**src/rtl/txw_pkg.sv**
```systemverilog
package txw_pkg;

  localparam int unsigned IDX_W     = 7;   // ring_ptr[31:29] allows up to 128 entries
  localparam int unsigned ADDR_W    = 24;
  localparam int unsigned MIN_FRAME = 60;

  typedef enum logic [2:0] {
    S_IDLE, S_RD_HEAD, S_RD_LEN, S_MOVE, S_WR_LEN, S_WR_HEAD
  } walk_state_t;

  typedef struct packed {
    logic retry_abort;
    logic no_carrier;
    logic late_coll;
    logic underflow;
    logic one_coll;
    logic multi_coll;
  } tx_outcome_t;

  function automatic logic [ADDR_W-1:0] slot_addr(input logic [ADDR_W-1:0] base,
                                                  input logic [IDX_W-1:0] idx);
    return base + {{(ADDR_W-IDX_W-3){1'b0}}, idx, 3'b000};
  endfunction

  function automatic logic [15:0] byte_count(input logic [15:0] neg_len);
    return 16'd0 - neg_len;
  endfunction

  function automatic logic [15:0] pad_count(input logic [15:0] cnt, input logic en);
    return (en && cnt < 16'(MIN_FRAME)) ? 16'(MIN_FRAME) : cnt;
  endfunction

  function automatic logic [15:0] status_half(input tx_outcome_t o);
    logic [15:0] s;
    s     = '0;
    s[10] = o.retry_abort;
    s[11] = o.no_carrier;
    s[12] = o.late_coll;
    s[14] = o.underflow;
    return s;
  endfunction

  function automatic logic [31:0] head_done(input logic [31:0] old, input tx_outcome_t o);
    logic [31:0] r;
    r     = old;
    r[31] = 1'b0;
    r[30] = o.retry_abort | o.no_carrier | o.late_coll | o.underflow;
    r[28] = o.multi_coll;
    r[27] = o.one_coll;
    return r;
  endfunction

endpackage

```
**src/rtl/txw_poll_timer.sv**
```systemverilog
module txw_poll_timer #(
  parameter int unsigned CYCLES = 256
) (
  input  logic clk,
  input  logic rst_n,
  input  logic run,
  output logic fire
);
  localparam int unsigned CW = $clog2(CYCLES + 1);
  logic [CW-1:0] cnt_q;

  assign fire = run && (cnt_q == CW'(CYCLES - 1));

  always_ff @(posedge clk or negedge rst_n) begin
    if (!rst_n)            cnt_q <= '0;
    else if (!run || fire) cnt_q <= '0;
    else                   cnt_q <= cnt_q + 1'b1;
  end
endmodule

```
**src/rtl/txw_ring_index.sv**
```systemverilog
module txw_ring_index #(
  parameter int unsigned IDX_W = 7
) (
  input  logic             clk,
  input  logic             rst_n,
  input  logic             clr,
  input  logic             step,
  input  logic [2:0]       log2_size,
  output logic [IDX_W-1:0] idx
);
  logic [IDX_W-1:0] idx_q;
  logic [IDX_W-1:0] mask;

  assign mask = ~({IDX_W{1'b1}} << log2_size);
  assign idx  = idx_q & mask;

  always_ff @(posedge clk or negedge rst_n) begin
    if (!rst_n)    idx_q <= '0;
    else if (clr)  idx_q <= '0;
    else if (step) idx_q <= (idx + 1'b1) & mask;
  end
endmodule

```
**src/rtl/txring_walker.sv**
```systemverilog
module txring_walker
  import txw_pkg::*;
#(
  parameter int unsigned POLL_CYCLES = 256,
  parameter bit          PAD_SHORT   = 1'b1
) (
  input  logic        clk,
  input  logic        rst_n,
  input  logic [31:0] ring_ptr,
  input  logic        tx_demand,
  input  logic        restart,
  output logic        mem_req,
  output logic        mem_we,
  output logic [23:0] mem_addr,
  output logic [31:0] mem_wdata,
  input  logic        mem_ack,
  input  logic [31:0] mem_rdata,
  output logic        mv_start,
  output logic [23:0] mv_addr,
  output logic [15:0] mv_len,
  input  logic        mv_done,
  input  logic        mv_retry_abort,
  input  logic        mv_no_carrier,
  input  logic        mv_late_coll,
  input  logic        mv_underflow,
  input  logic        mv_one_coll,
  input  logic        mv_multi_coll,
  output logic        tx_done
);
  walk_state_t      state_q;
  logic [31:0]      head_q;
  logic [31:0]      len_q;
  tx_outcome_t      out_q;
  logic             halted;
  logic             start_q;
  logic             done_q;
  logic [IDX_W-1:0] idx;
  logic             timer_fire;
  logic             idle_run;
  logic             poll_go;
  logic             do_restart;
  logic             step_idx;
  logic             wr_head;
  logic [ADDR_W-1:0] slot;

  // Named internal events, also used by the checker
  assign idle_run   = (state_q == S_IDLE) && !halted;
  assign poll_go    = idle_run && (tx_demand || timer_fire);
  assign do_restart = (state_q == S_IDLE) && restart;
  assign wr_head    = (state_q == S_WR_HEAD);
  assign step_idx   = wr_head && mem_ack;

  txw_poll_timer #(.CYCLES(POLL_CYCLES)) u_timer (
    .clk(clk), .rst_n(rst_n), .run(idle_run), .fire(timer_fire)
  );

  txw_ring_index #(.IDX_W(IDX_W)) u_index (
    .clk(clk), .rst_n(rst_n), .clr(do_restart), .step(step_idx),
    .log2_size(ring_ptr[31:29]), .idx(idx)
  );

  assign slot = slot_addr(ring_ptr[23:0], idx);

  always_comb begin
    mem_req   = 1'b0;
    mem_we    = 1'b0;
    mem_addr  = slot;
    mem_wdata = '0;
    unique case (state_q)
      S_RD_HEAD: mem_req = 1'b1;
      S_RD_LEN:  begin mem_req = 1'b1; mem_addr = slot + 24'd4; end
      S_WR_LEN:  begin
        mem_req   = 1'b1;
        mem_we    = 1'b1;
        mem_addr  = slot + 24'd4;
        mem_wdata = {status_half(out_q), len_q[15:0]};
      end
      S_WR_HEAD: begin
        mem_req   = 1'b1;
        mem_we    = 1'b1;
        mem_wdata = head_done(head_q, out_q);
      end
      default: ;
    endcase
  end

  assign mv_start = start_q;
  assign mv_addr  = head_q[23:0];
  assign mv_len   = pad_count(byte_count(len_q[15:0]), PAD_SHORT);
  assign tx_done  = done_q;

  always_ff @(posedge clk or negedge rst_n) begin
    if (!rst_n) begin
      state_q <= S_IDLE;
      head_q  <= '0;
      len_q   <= '0;
      out_q   <= '0;
      halted  <= 1'b0;
      start_q <= 1'b0;
      done_q  <= 1'b0;
    end else begin
      start_q <= 1'b0;
      done_q  <= 1'b0;
      unique case (state_q)
        S_IDLE: begin
          if (do_restart)   halted  <= 1'b0;
          else if (poll_go) state_q <= S_RD_HEAD;
        end
        S_RD_HEAD: if (mem_ack) begin
          head_q  <= mem_rdata;
          state_q <= mem_rdata[31] ? S_RD_LEN : S_IDLE;
        end
        S_RD_LEN: if (mem_ack) begin
          len_q   <= mem_rdata;
          start_q <= 1'b1;
          state_q <= S_MOVE;
        end
        S_MOVE: if (mv_done) begin
          out_q   <= '{retry_abort: mv_retry_abort, no_carrier: mv_no_carrier,
                       late_coll: mv_late_coll, underflow: mv_underflow,
                       one_coll: mv_one_coll, multi_coll: mv_multi_coll};
          state_q <= S_WR_LEN;
        end
        S_WR_LEN: if (mem_ack) state_q <= S_WR_HEAD;
        S_WR_HEAD: if (mem_ack) begin
          done_q <= 1'b1;
          if (out_q.underflow) begin
            halted  <= 1'b1;
            state_q <= S_IDLE;
          end else begin
            state_q <= S_RD_HEAD;
          end
        end
        default: state_q <= S_IDLE;
      endcase
    end
  end
endmodule

```
**config.mk**
```make
export PLATFORM = sky130hd
export DESIGN_NAME = txring_walker
export DESIGN_NICKNAME = d
export VERILOG_FILES = /design/src/rtl/txw_pkg.sv /design/src/rtl/txw_poll_timer.sv /design/src/rtl/txw_ring_index.sv /design/src/rtl/txring_walker.sv
export SDC_FILE = /design/constraint.sdc
export NUM_CORES = 1
export LEC_CHECK = 0
export BUFFER_PORTS_ARGS = -buffer_cell sky130_fd_sc_hd__buf_2
export CORE_MARGIN = 2
export CORE_UTILIZATION = 56
export DETAILED_ROUTE_END_ITERATION = 8
export PLACE_DENSITY = 0.87
export SYNTH_ARGS = -nofsm -noshare
export SYNTH_HDL_FRONTEND = slang
export SYNTH_HIERARCHICAL = 1
export SYNTH_SLANG_ARGS = --single-unit
```
**constraint.sdc**
```tcl
create_clock -name clk -period 5.1 [get_ports clk]
set_input_delay 0.255 -clock clk [delete_from_list [all_inputs] [get_ports clk]]
set_output_delay 0.255 -clock clk [all_outputs]
set_load 0.1 [all_outputs]
```
==> results of run 1 <==
-- worst max-delay path: stages (launching register included) --
cell and delay (ns):
dfrtp_1 0.42, o31a_1 0.14, ha_1 0.26, fa_1 0.46, a211oi_2 0.36, o211ai_4 0.19
and2_1 0.24, nor3_1 0.40, o211ai_1 0.37, nor4_2 0.29, xnor2_1 0.17, buf_2 0.45
-- stage by stage --
step / instances / worst slack [ns] / hold slack (ns)
3_3_place_gp: 796 / 1.06 / 0.432
3_5_place_dp: 796 / 1.00 / 0.446
6_report: 812 / 0.755 / 0.0256
4_1_cts: 812 / 0.806 / 0.0669
2_1_floorplan: 571 / 0.544 / -0.0406
5_1_grt: 812 / 0.588 / 0.108
-- per-layer routing --
layer / part of all wire [%] / vias up / track usage, %
met5: 0 / - / 0
met4: 1.6 / 0 / 8.32
met3: 6.9 / 22 / 6.56
met2: 49 / 170 / 41.7
met1: 42 / 2266 / 34.1
li1: - / 2276 / -
-- registers in the layout, summed over array words and instances, names as in the netlist --
register and cells:
u_timer/cnt_q 9, head_q 28, state_q 3, halted 1, mv_start 1, u_index/idx_q 7
out_q 6, tx_done 1, len_q 16
-- layout make-up --
class,instances,area [um2],area share (%)
Multi-Input combinational cell,434,3160,50.8
Sequential cell,72,1800,29.0
Timing Repair Buffer,165,836,13.4
Tap cell,111,139,2.23
Clock buffer,10,138,2.21
Clock inverter,6,91.3,1.47
Inverter,14,52.6,0.845
-- layout by cell type, fill, tap and decap left out, types with 15 or more instances in the layout --
cell and count:
mux2_2 49, xnor2_1 32, mux2i_1 19, nand3_1 21
nor2_1 60, a21oi_1 17, buf_2 161, xor2_1 17
dfrtp_1 71, nand2_1 39, and3_1 15
-- worst min-delay path by stage --
stage | startpoint | end | slack (ns) | cells after the start
2_1_floorplan | rst_n | halted | -0.04 | 0
3_3_place_gp | rst_n | head_q[4] | 0.43 | 1
3_5_place_dp | rst_n | head_q[4] | 0.45 | 1
4_1_cts | rst_n | head_q[2] | 0.07 | 1
5_1_grt | rst_n | head_q[4] | 0.11 | 1
6_report | rst_n | head_q[4] | 0.03 | 1
-- kinds of logic after synthesis --
kind of cell	after synthesis	synth area share, %
flops	72	34.0
mux	69	14.2
compound gates	84	11.9
buf+inv	65	6.65
xor+xnor	50	8.40
fa+ha+maj	13	3.21
simple gates	217	21.7
other cells	1	0.0707
==> flow_summary.toml, run 1 <==
[timing]
maxSlewHeadroom_pct = 38.2
setup-tns-final_ns = 0
fmax_mhz = 230
finalSetupViolCount = 0
grt_setup_unrepaired = "no"
period_needed_ns = 4.34
hold_violations = 0
min_period_over_period_pct = 85.2
tightest_slew_ns = 0.927
slew_viol_final = 0
skew_ns = 0.0119

[worst_setup_path]
r2r_end = "head_q[5]"
cp-endpoint = "mem_addr[22]"
critPathLaunchType = "register"
worstSetupPathType = "register to primary output"
ff2ff_setup_slack_ns = 2.31
critPathCaptureType = "primary output"
r2r-start = "state_q[0]"
arrival_ns = 4.09
r2r_cells = 4
required_ns = 4.85
cp_max_fo = 10
crit_start = "u_index/idx_q[0]"

[job]
maxCapViolCount = 0

[synth]
synth_common_cells = "dfrtp_1, nor2_1, mux2_2"
syn_area_per_cell_um2 = 9.29
async_flop_share_pct = 100
ys_types = 73
ys_ff_latch = 72
synth_area_mm2 = 0.00531
ys_seq_area_share_pct = 34.0
yosysMostFrequentCell = "dfrtp_1"
synthCells = 571
yosys.area.top_type_share_pct = 34.0
yosys.area.top_type = "dfrtp_1"
synth_fp_nets = 660
synth_warnings = 6
yosys-top-cells-area = "dfrtp_1, mux2_2, xnor2_1"
synth_ff_type = "dfrtp_1"
synth-edff-count = 0

[finish]
antennaDiodeCount = 0
nNetsFinal = 785
design_area_mm2 = 0.00622
final_util_pct = 67.7
drive_gt1_share_pct = 36.5
area_growth_syn_to_layout_pct = 17.3
fillers = 724

[floorplanning]
num_rows = 35
start_util_pct = 57.7
core_mm2 = 0.00920
fp.dieH_um = 101
die_width_um = 101
dieArea_mm2 = 0.0103
io_pins = 176

[cts]
hold_buffers = 0
numCtsBuffers = 9
clock-sinks = 72
cts_setup_buffers = 0
cts_buffer_depth = 2
cts_resized = 0
cts_tree = "built"
clock_latency_ns = 0.35
cts_root_buf = "clkbuf_8"
clk_pin_slew_ns = 0.07
htree_num_levels = 3

[global_routing]
grt_pass1_vias = 4546
grt_usage_pct = 25.8
grt_pass1_wl_um = 21300
antenna_found_initial = 0
overflow = 0
grt_max_degree = 73

[detailed_routing]
firstDrtPassIters = 5
num_vias = 4734
drt_iter0_markers = 180
antenna_left = 0
avgViaCountPerCell = 5.83
wl_um = 13200
drc_errors = 0
wl_per_cell_um = 16.2

[placed_design]
gp_congestion = 0.923
io_buffers = 162
dpl_cell_area_mm2 = 0.00599
dp_hpwl_um = 9880

[worst_hold_path]
hold_class = "input port to async pin"

[outcome]
status = "completed"
Power of run 1 is not shown: default switching activity piles up to over one toggle a cycle in this logic, so the estimate is an artifact.
==> run 2, diff against run 1 <==
--- a/config.mk
+++ b/config.mk
@@ -12,5 +12,4 @@
 export PLACE_DENSITY = 0.87
 export SYNTH_ARGS = -nofsm -noshare
 export SYNTH_HDL_FRONTEND = slang
-export SYNTH_HIERARCHICAL = 1
 export SYNTH_SLANG_ARGS = --single-unit
==> run 2 against run 1 <==
Compared with the run above: maximum frequency decreased by 6.7%; area after synthesis barely moved; sequential share of layout area barely moved; sequential cell count unchanged; setup slack lost 0.31 ns; critical endpoint is now mem_addr[23]; largest cell class unchanged; highest routed layer is now met5.
==> flow_summary.toml, run 2 <==
[global_routing]
antenna_found_initial = 1
overflow = 0
top_usage_layer = "met2"
grtUsageMet2_pct = 44.6
grt_max_degree = 73
grt_pass1_wl_um = 21300
grt_usage_pct = 25.7
grt_pass1_vias = 4592
met3_usage_pct = 6.28
met1_usage_pct = 31.3

[synth]
synth-edff-count = 0
yosys.area.top_type_share_pct = 34.0
synth_common_cells = "dfrtp_1, nor2_1, mux2_2"
ys_seq_area_share_pct = 34.0
async_flop_share_pct = 100
ys_types = 62
yosysMostFrequentCell = "dfrtp_1"
synth_area_mm2 = 0.00530
ys_ff_latch = 72
synthCells = 579
yosys.area.top_type = "dfrtp_1"
syn_area_per_cell_um2 = 9.15
yosys-top-cells-area = "dfrtp_1, mux2_2, xnor2_1"
synth_fp_nets = 666
synth_ff_type = "dfrtp_1"
synth_warnings = 0

[floorplanning]
start_util_pct = 57.6
io_pins = 176
die_width_um = 101
core_mm2 = 0.00920
fp.dieH_um = 101
dieArea_mm2 = 0.0103
num_rows = 35

[worst_setup_path]
r2r-start = "state_q[1]"
r2r_cells = 7
crit_start = "u_index.idx_q[0]"
r2r_end = "u_index.idx_q[5]"
critPathCaptureType = "primary output"
arrival_ns = 4.40
required_ns = 4.85
ff2ff_setup_slack_ns = 2.46
critPathLaunchType = "register"
worstSetupPathType = "register to primary output"
cp-endpoint = "mem_addr[23]"
cp_max_fo = 6

[detailed_routing]
firstDrtPassIters = 5
wl_per_cell_um = 15.9
wl_um = 13000
avgViaCountPerCell = 5.78
drt_iter0_markers = 178
num_vias = 4712
antenna_left = 0
drc_errors = 0

[timing]
tightest_slew_ns = 0.925
hold_violations = 0
whs_ns = 0.122
setup-tns-final_ns = 0
skew_ns = 0.0131
finalSetupViolCount = 0
period_needed_ns = 4.66
grt_setup_unrepaired = "no"
maxSlewHeadroom_pct = 38.3
slew_viol_final = 0
fmax_mhz = 215
min_period_over_period_pct = 91.3

[finish]
final_util_pct = 67.8
area_growth_syn_to_layout_pct = 17.6
largest_registers = "head_q x28, len_q x16, u_timer.cnt_q x9"
largest_reg_flops = 28
antennaDiodeCount = 0
mostFrequentLayoutCells = "buf_2, dfrtp_1, nor2_1"
nNetsFinal = 786
drive_gt1_share_pct = 35.1
seq_area_mm2 = 0.00180
design_area_mm2 = 0.00623
fillers = 690
multi_input_area_mm2 = 0.00315
layout_commonest_cell = "buf_2"
top_register = "head_q"

[cts]
cts_tree = "built"
cts_resized = 0
cts_buffer_depth = 2
htree_num_levels = 3
clock_latency_ns = 0.34
numCtsBuffers = 9
clock-sinks = 72
cts_root_buf = "clkbuf_8"
hold_buffers = 0
cts_setup_buffers = 0
clk_pin_slew_ns = 0.09

[worst_hold_path]
hold_class = "input port to async pin"

[placed_design]
io_buffers = 162
dp_hpwl_um = 9650
gp_congestion = 0.924
dpl_cell_area_mm2 = 0.00600

[job]
maxCapViolCount = 0

[outcome]
status = "completed"
-- run 2: cell types whose count changed after synthesis, sizes merged, moves of 4 or more --
cell	change
a21o	+4
a22oi	-4
and2	-6
and3	+4
clkbuf	+7
nor2	-8
nor4	-8
o21ai	+6
or3	+5
xor2	+8
-- run 2: cell families (layout without fill, tap and decap cells) --
group,count (synthesis),in the layout,synth area share (%)
adder cells (fa/ha/maj),11,11,2.74
AO/OA/AOI/OAI,92,92,12.0
flip-flops,72,72,34.0
other,1,1,0.0708
XOR/XNOR,57,57,9.56
AND/OR/NAND/NOR,203,203,19.9
buffers and inverters,73,198,7.25
multiplexers,70,70,14.4
-- run 2: how the worst min path moves through the flow --
stage,start,to,slack [ns],cells past startpoint
2_1_floorplan,rst_n,halted,-0.04,0
3_3_place_gp,u_index.idx_q[1],u_index.idx_q[1],0.45,2
3_5_place_dp,u_index.idx_q[1],u_index.idx_q[1],0.46,2
4_1_cts,mem_rdata[22],head_q[22],0.13,2
5_1_grt,mem_rdata[18],head_q[18],0.13,2
6_report,rst_n,head_q[20],0.12,2
-- run 2: worst max-delay path, stage by stage, from the launching register on --
cell and delay (ns):
dfrtp_1 0.40, nor2b_1 0.25, ha_1 0.22, inv_1 0.06, fa_1 0.40, inv_1 0.15, o2111ai_1 0.20, a211o_1 0.36
a21oi_1 0.20, xnor2_1 0.18, or4_1 0.56, nor4_1 0.51, xnor2_2 0.16, buf_2 0.44
-- run 2: cell type report --
class                           instances  share of cell area, %
Clock inverter                          6                   1.57
Clock buffer                           10                   2.21
Multi-Input combinational cell        434                   50.6
Inverter                               15                  0.903
Tap cell                              111                   2.23
Timing Repair Buffer                  167                   13.6
Sequential cell                        72                   28.9
-- run 2: stage by stage --
| step | instances | worst slack [ns] |
|---|---|---|
| finish | 815 | 0.443 |
| global route | 815 | 0.130 |
| CTS | 815 | 0.470 |
| detailed placement | 799 | 0.652 |
| global placement | 799 | 0.794 |
| floorplan | 579 | 0.00635 |
-- run 2: metal layers --
| layer | wire length, um | part of all wire, % | vias to the layer above |
|---|---|---|---|
| li1 | - | - | 2268 |
| met1 | 5250 | 41 | 2258 |
| met2 | 6580 | 51 | 162 |
| met3 | 889 | 6.9 | 22 |
| met4 | 218 | 1.7 | 2 |
| met5 | 12 | 0.093 | - |
Power of run 2 is left out for the same reason.
==> run 3, diff against run 2 <==
--- a/config.mk
+++ b/config.mk
@@ -5,10 +5,12 @@
 export SDC_FILE = /design/constraint.sdc
 export NUM_CORES = 1
 export LEC_CHECK = 0
+export ABC_AREA = 1
 export BUFFER_PORTS_ARGS = -buffer_cell sky130_fd_sc_hd__buf_2
 export CORE_MARGIN = 2
 export CORE_UTILIZATION = 56
 export DETAILED_ROUTE_END_ITERATION = 8
+export GPL_TIMING_DRIVEN = 1
 export PLACE_DENSITY = 0.87
 export SYNTH_ARGS = -nofsm -noshare
 export SYNTH_HDL_FRONTEND = slang
==> run 3 against run 2 <==
Compared with the run above: wire length grew 3.6%; hold slack worse by 0.016 ns; synthesized cell count grew 35%; sequential cell count stayed put.
==> flow_summary.toml, run 3 <==
[outcome]
status = "completed"

[floorplanning]
num_rows = 36
fp.dieH_um = 104
io_pins = 176
core_mm2 = 0.00973
start_util_pct = 57.4
die_width_um = 104
dieArea_mm2 = 0.0108

[timing]
slew_viol_final = 0
hold_violations = 0
tightest_slew_ns = 1.16
maxSlewHeadroom_pct = 22.7
grt_setup_unrepaired = "no"
period_needed_ns = 3.65
setup-tns-final_ns = 0
finalSetupViolCount = 0
skew_ns = 0.00922
min_period_over_period_pct = 71.5
fmax_mhz = 274

[finish]
largest_reg_flops = 28
top_register = "head_q"
largest_registers = "head_q x28, len_q x16, u_timer.cnt_q x9"
nNetsFinal = 1006
area_growth_syn_to_layout_pct = 17.5
antennaDiodeCount = 0
drive_gt1_share_pct = 29.1
mostFrequentLayoutCells = "nand2_1, buf_2, inv_1"
layout_commonest_cell = "nand2_1"

[cts]
cts_tree = "built"
cts_resized = 0
cts_buffer_depth = 2
clk_pin_slew_ns = 0.09
cts_root_buf = "clkbuf_8"
cts_setup_buffers = 0
numCtsBuffers = 9
clock-sinks = 72
clock_latency_ns = 0.35
htree_num_levels = 3
hold_buffers = 0

[worst_hold_path]
hold_class = "input port to async pin"

[worst_setup_path]
required_ns = 4.85
worstSetupPathType = "register to primary output"
arrival_ns = 3.39
cp_max_fo = 5
critPathCaptureType = "primary output"
critPathLaunchType = "register"

[synth]
synthCells = 782
yosys-top-cells-area = "dfrtp_1, nand2_1, inv_1"
yosys.area.top_type_share_pct = 32.3
ys_seq_area_share_pct = 32.3
yosysMostFrequentCell = "nand2_1"
ys_types = 42
synth_warnings = 0
synth_area_mm2 = 0.00559
synth_fp_nets = 869
syn_area_per_cell_um2 = 7.14
synth-edff-count = 0
synth_common_cells = "nand2_1, inv_1, nor2_1"
yosys.area.top_type = "dfrtp_1"
synth_ff_type = "dfrtp_1"
async_flop_share_pct = 100
ys_ff_latch = 72

[job]
maxCapViolCount = 0

[placed_design]
gp_congestion = 0.913
io_buffers = 162
dp_hpwl_um = 10500

[power_and_ir_drop]
switchingPower_mw = 3.06
seq_power_share_pct = 20.6
total_power_mw = 4.64
power_leakage_nw = 3.61
p_per_area_mw_per_mm2 = 708
p_clk_share_pct = 10.9
combPwrFrac_pct = 68.6
swShare_pct = 65.8
intPower_mw = 1.59
vdd_drop_max_v = 0.00110

[global_routing]
grt_usage_pct = 24.9
antenna_found_initial = 0
overflow = 0
grt_max_degree = 73
grt_pass1_vias = 4874
grt_pass1_wl_um = 22300

[detailed_routing]
avgViaCountPerCell = 5.11
firstDrtPassIters = 6
drt_iter0_markers = 314
drc_errors = 0
antenna_left = 0
wl_um = 13400
wl_per_cell_um = 12.7
num_vias = 5403
[run 3: cell count changes after synthesis, moves of 12 or more]
cell      change
nand2_1     +135
clkbuf_1     -12
xnor2_1      -28
or3_1        -12
nor2_1       +26
nand2_4      +12
inv_1       +105
nand2_2      +20
mux2_2       -27
nand3_1      +38
and3_1       -19
mux2i_1      -20
o21ai_0      +24
[run 3: path summary, 6_finish.rpt]
kind                                   from               end  slack (ns)  cells after the start
max                        u_index.idx_q[0]      mem_addr[23]        1.45                     19
min                                   rst_n         head_q[0]        0.11                      2
max reg2reg                      state_q[0]  u_index.idx_q[6]        2.44                     11
min reg2reg                u_timer.cnt_q[0]  u_timer.cnt_q[0]        0.46                      1
max in group asynchronous             rst_n           tx_done        4.40                      2
min in group clk               mem_rdata[0]          len_q[0]        0.12                      3
[run 3: final cells by class]
class | count | area [um2]
clock buffers | 10 | 128
repair buffers | 165 | 833
well taps | 133 | 166
clock inverters | 6 | 92.6
multi-input cells | 544 | 3060
fillers | 873 | 3170
flip-flops and latches | 72 | 1800
inverters | 127 | 477
[run 3: power by group through the flow]
stage / Combinational [mW] / Clock, mW / Sequential [mW]
6_report: 3.18 / 0.504 / 0.954
5_1_grt: 3.33 / 0.542 / 0.986
4_1_cts: 3.18 / 0.513 / 0.950
3_5_place_dp: 3.18 / 0 / 0.958
3_3_place_gp: 3.15 / 0 / 0.950
2_1_floorplan: 2.84 / 0 / 0.942
[run 3: kinds of logic (layout without fill, tap and decap cells)]
kind of cell | count (synthesis) | count (layout) | synth area share, %
AO/OA/AOI/OAI | 78 | 78 | 7.82
XOR/XNOR | 25 | 25 | 3.92
adder cells (fa/ha/maj) | 11 | 11 | 2.60
buffers and inverters | 166 | 308 | 13.0
flip-flops | 72 | 72 | 32.3
multiplexers | 22 | 22 | 4.44
other | 1 | 1 | 0.0671
AND/OR/NAND/NOR | 407 | 407 | 35.9
[run 3: through the flow]
stage / utilization [%] / hold WS (ns) / instances / setup WS, ns / area [um2]
detailed placement: 65.2 / 0.455 / 1041 / 1.67 / 6340
global placement: 65.2 / 0.450 / 1041 / 1.74 / 6340
floorplan: - / -0.0406 / 782 / 1.02 / 5590
global route: 67.4 / 0.129 / 1057 / 1.19 / 6560
CTS: 67.4 / 0.113 / 1057 / 1.45 / 6560
finish: 67.4 / 0.106 / 1057 / 1.45 / 6560
[run 3: per-layer routing]
metal / GRT usage [%] / wire length [um] / vias to the layer above
li1: - / - / 2752
met1: 33.2 / 5870 / 2443
met2: 41.8 / 6490 / 194
met3: 4.89 / 952 / 14
met4: 6.18 / 108 / 0
met5: 0 / 0 / -
[run 3: worst max-delay path: stages, from the launching register on]
cell,delay [ns]
dfrtp_1,0.33
inv_1,0.07
a21oi_1,0.24
ha_1,0.22
inv_1,0.05
fa_1,0.38
inv_1,0.09
nand4_2,0.13
nand2_1,0.14
nand3_1,0.12
nand2_2,0.12
nand2_1,0.07
nand2_1,0.06
nand2_1,0.10
inv_1,0.12
nand2_1,0.07
nor2_1,0.15
nand4_1,0.10
nand2_1,0.07
buf_2,0.42
Power figures use the tool's default switching activity.
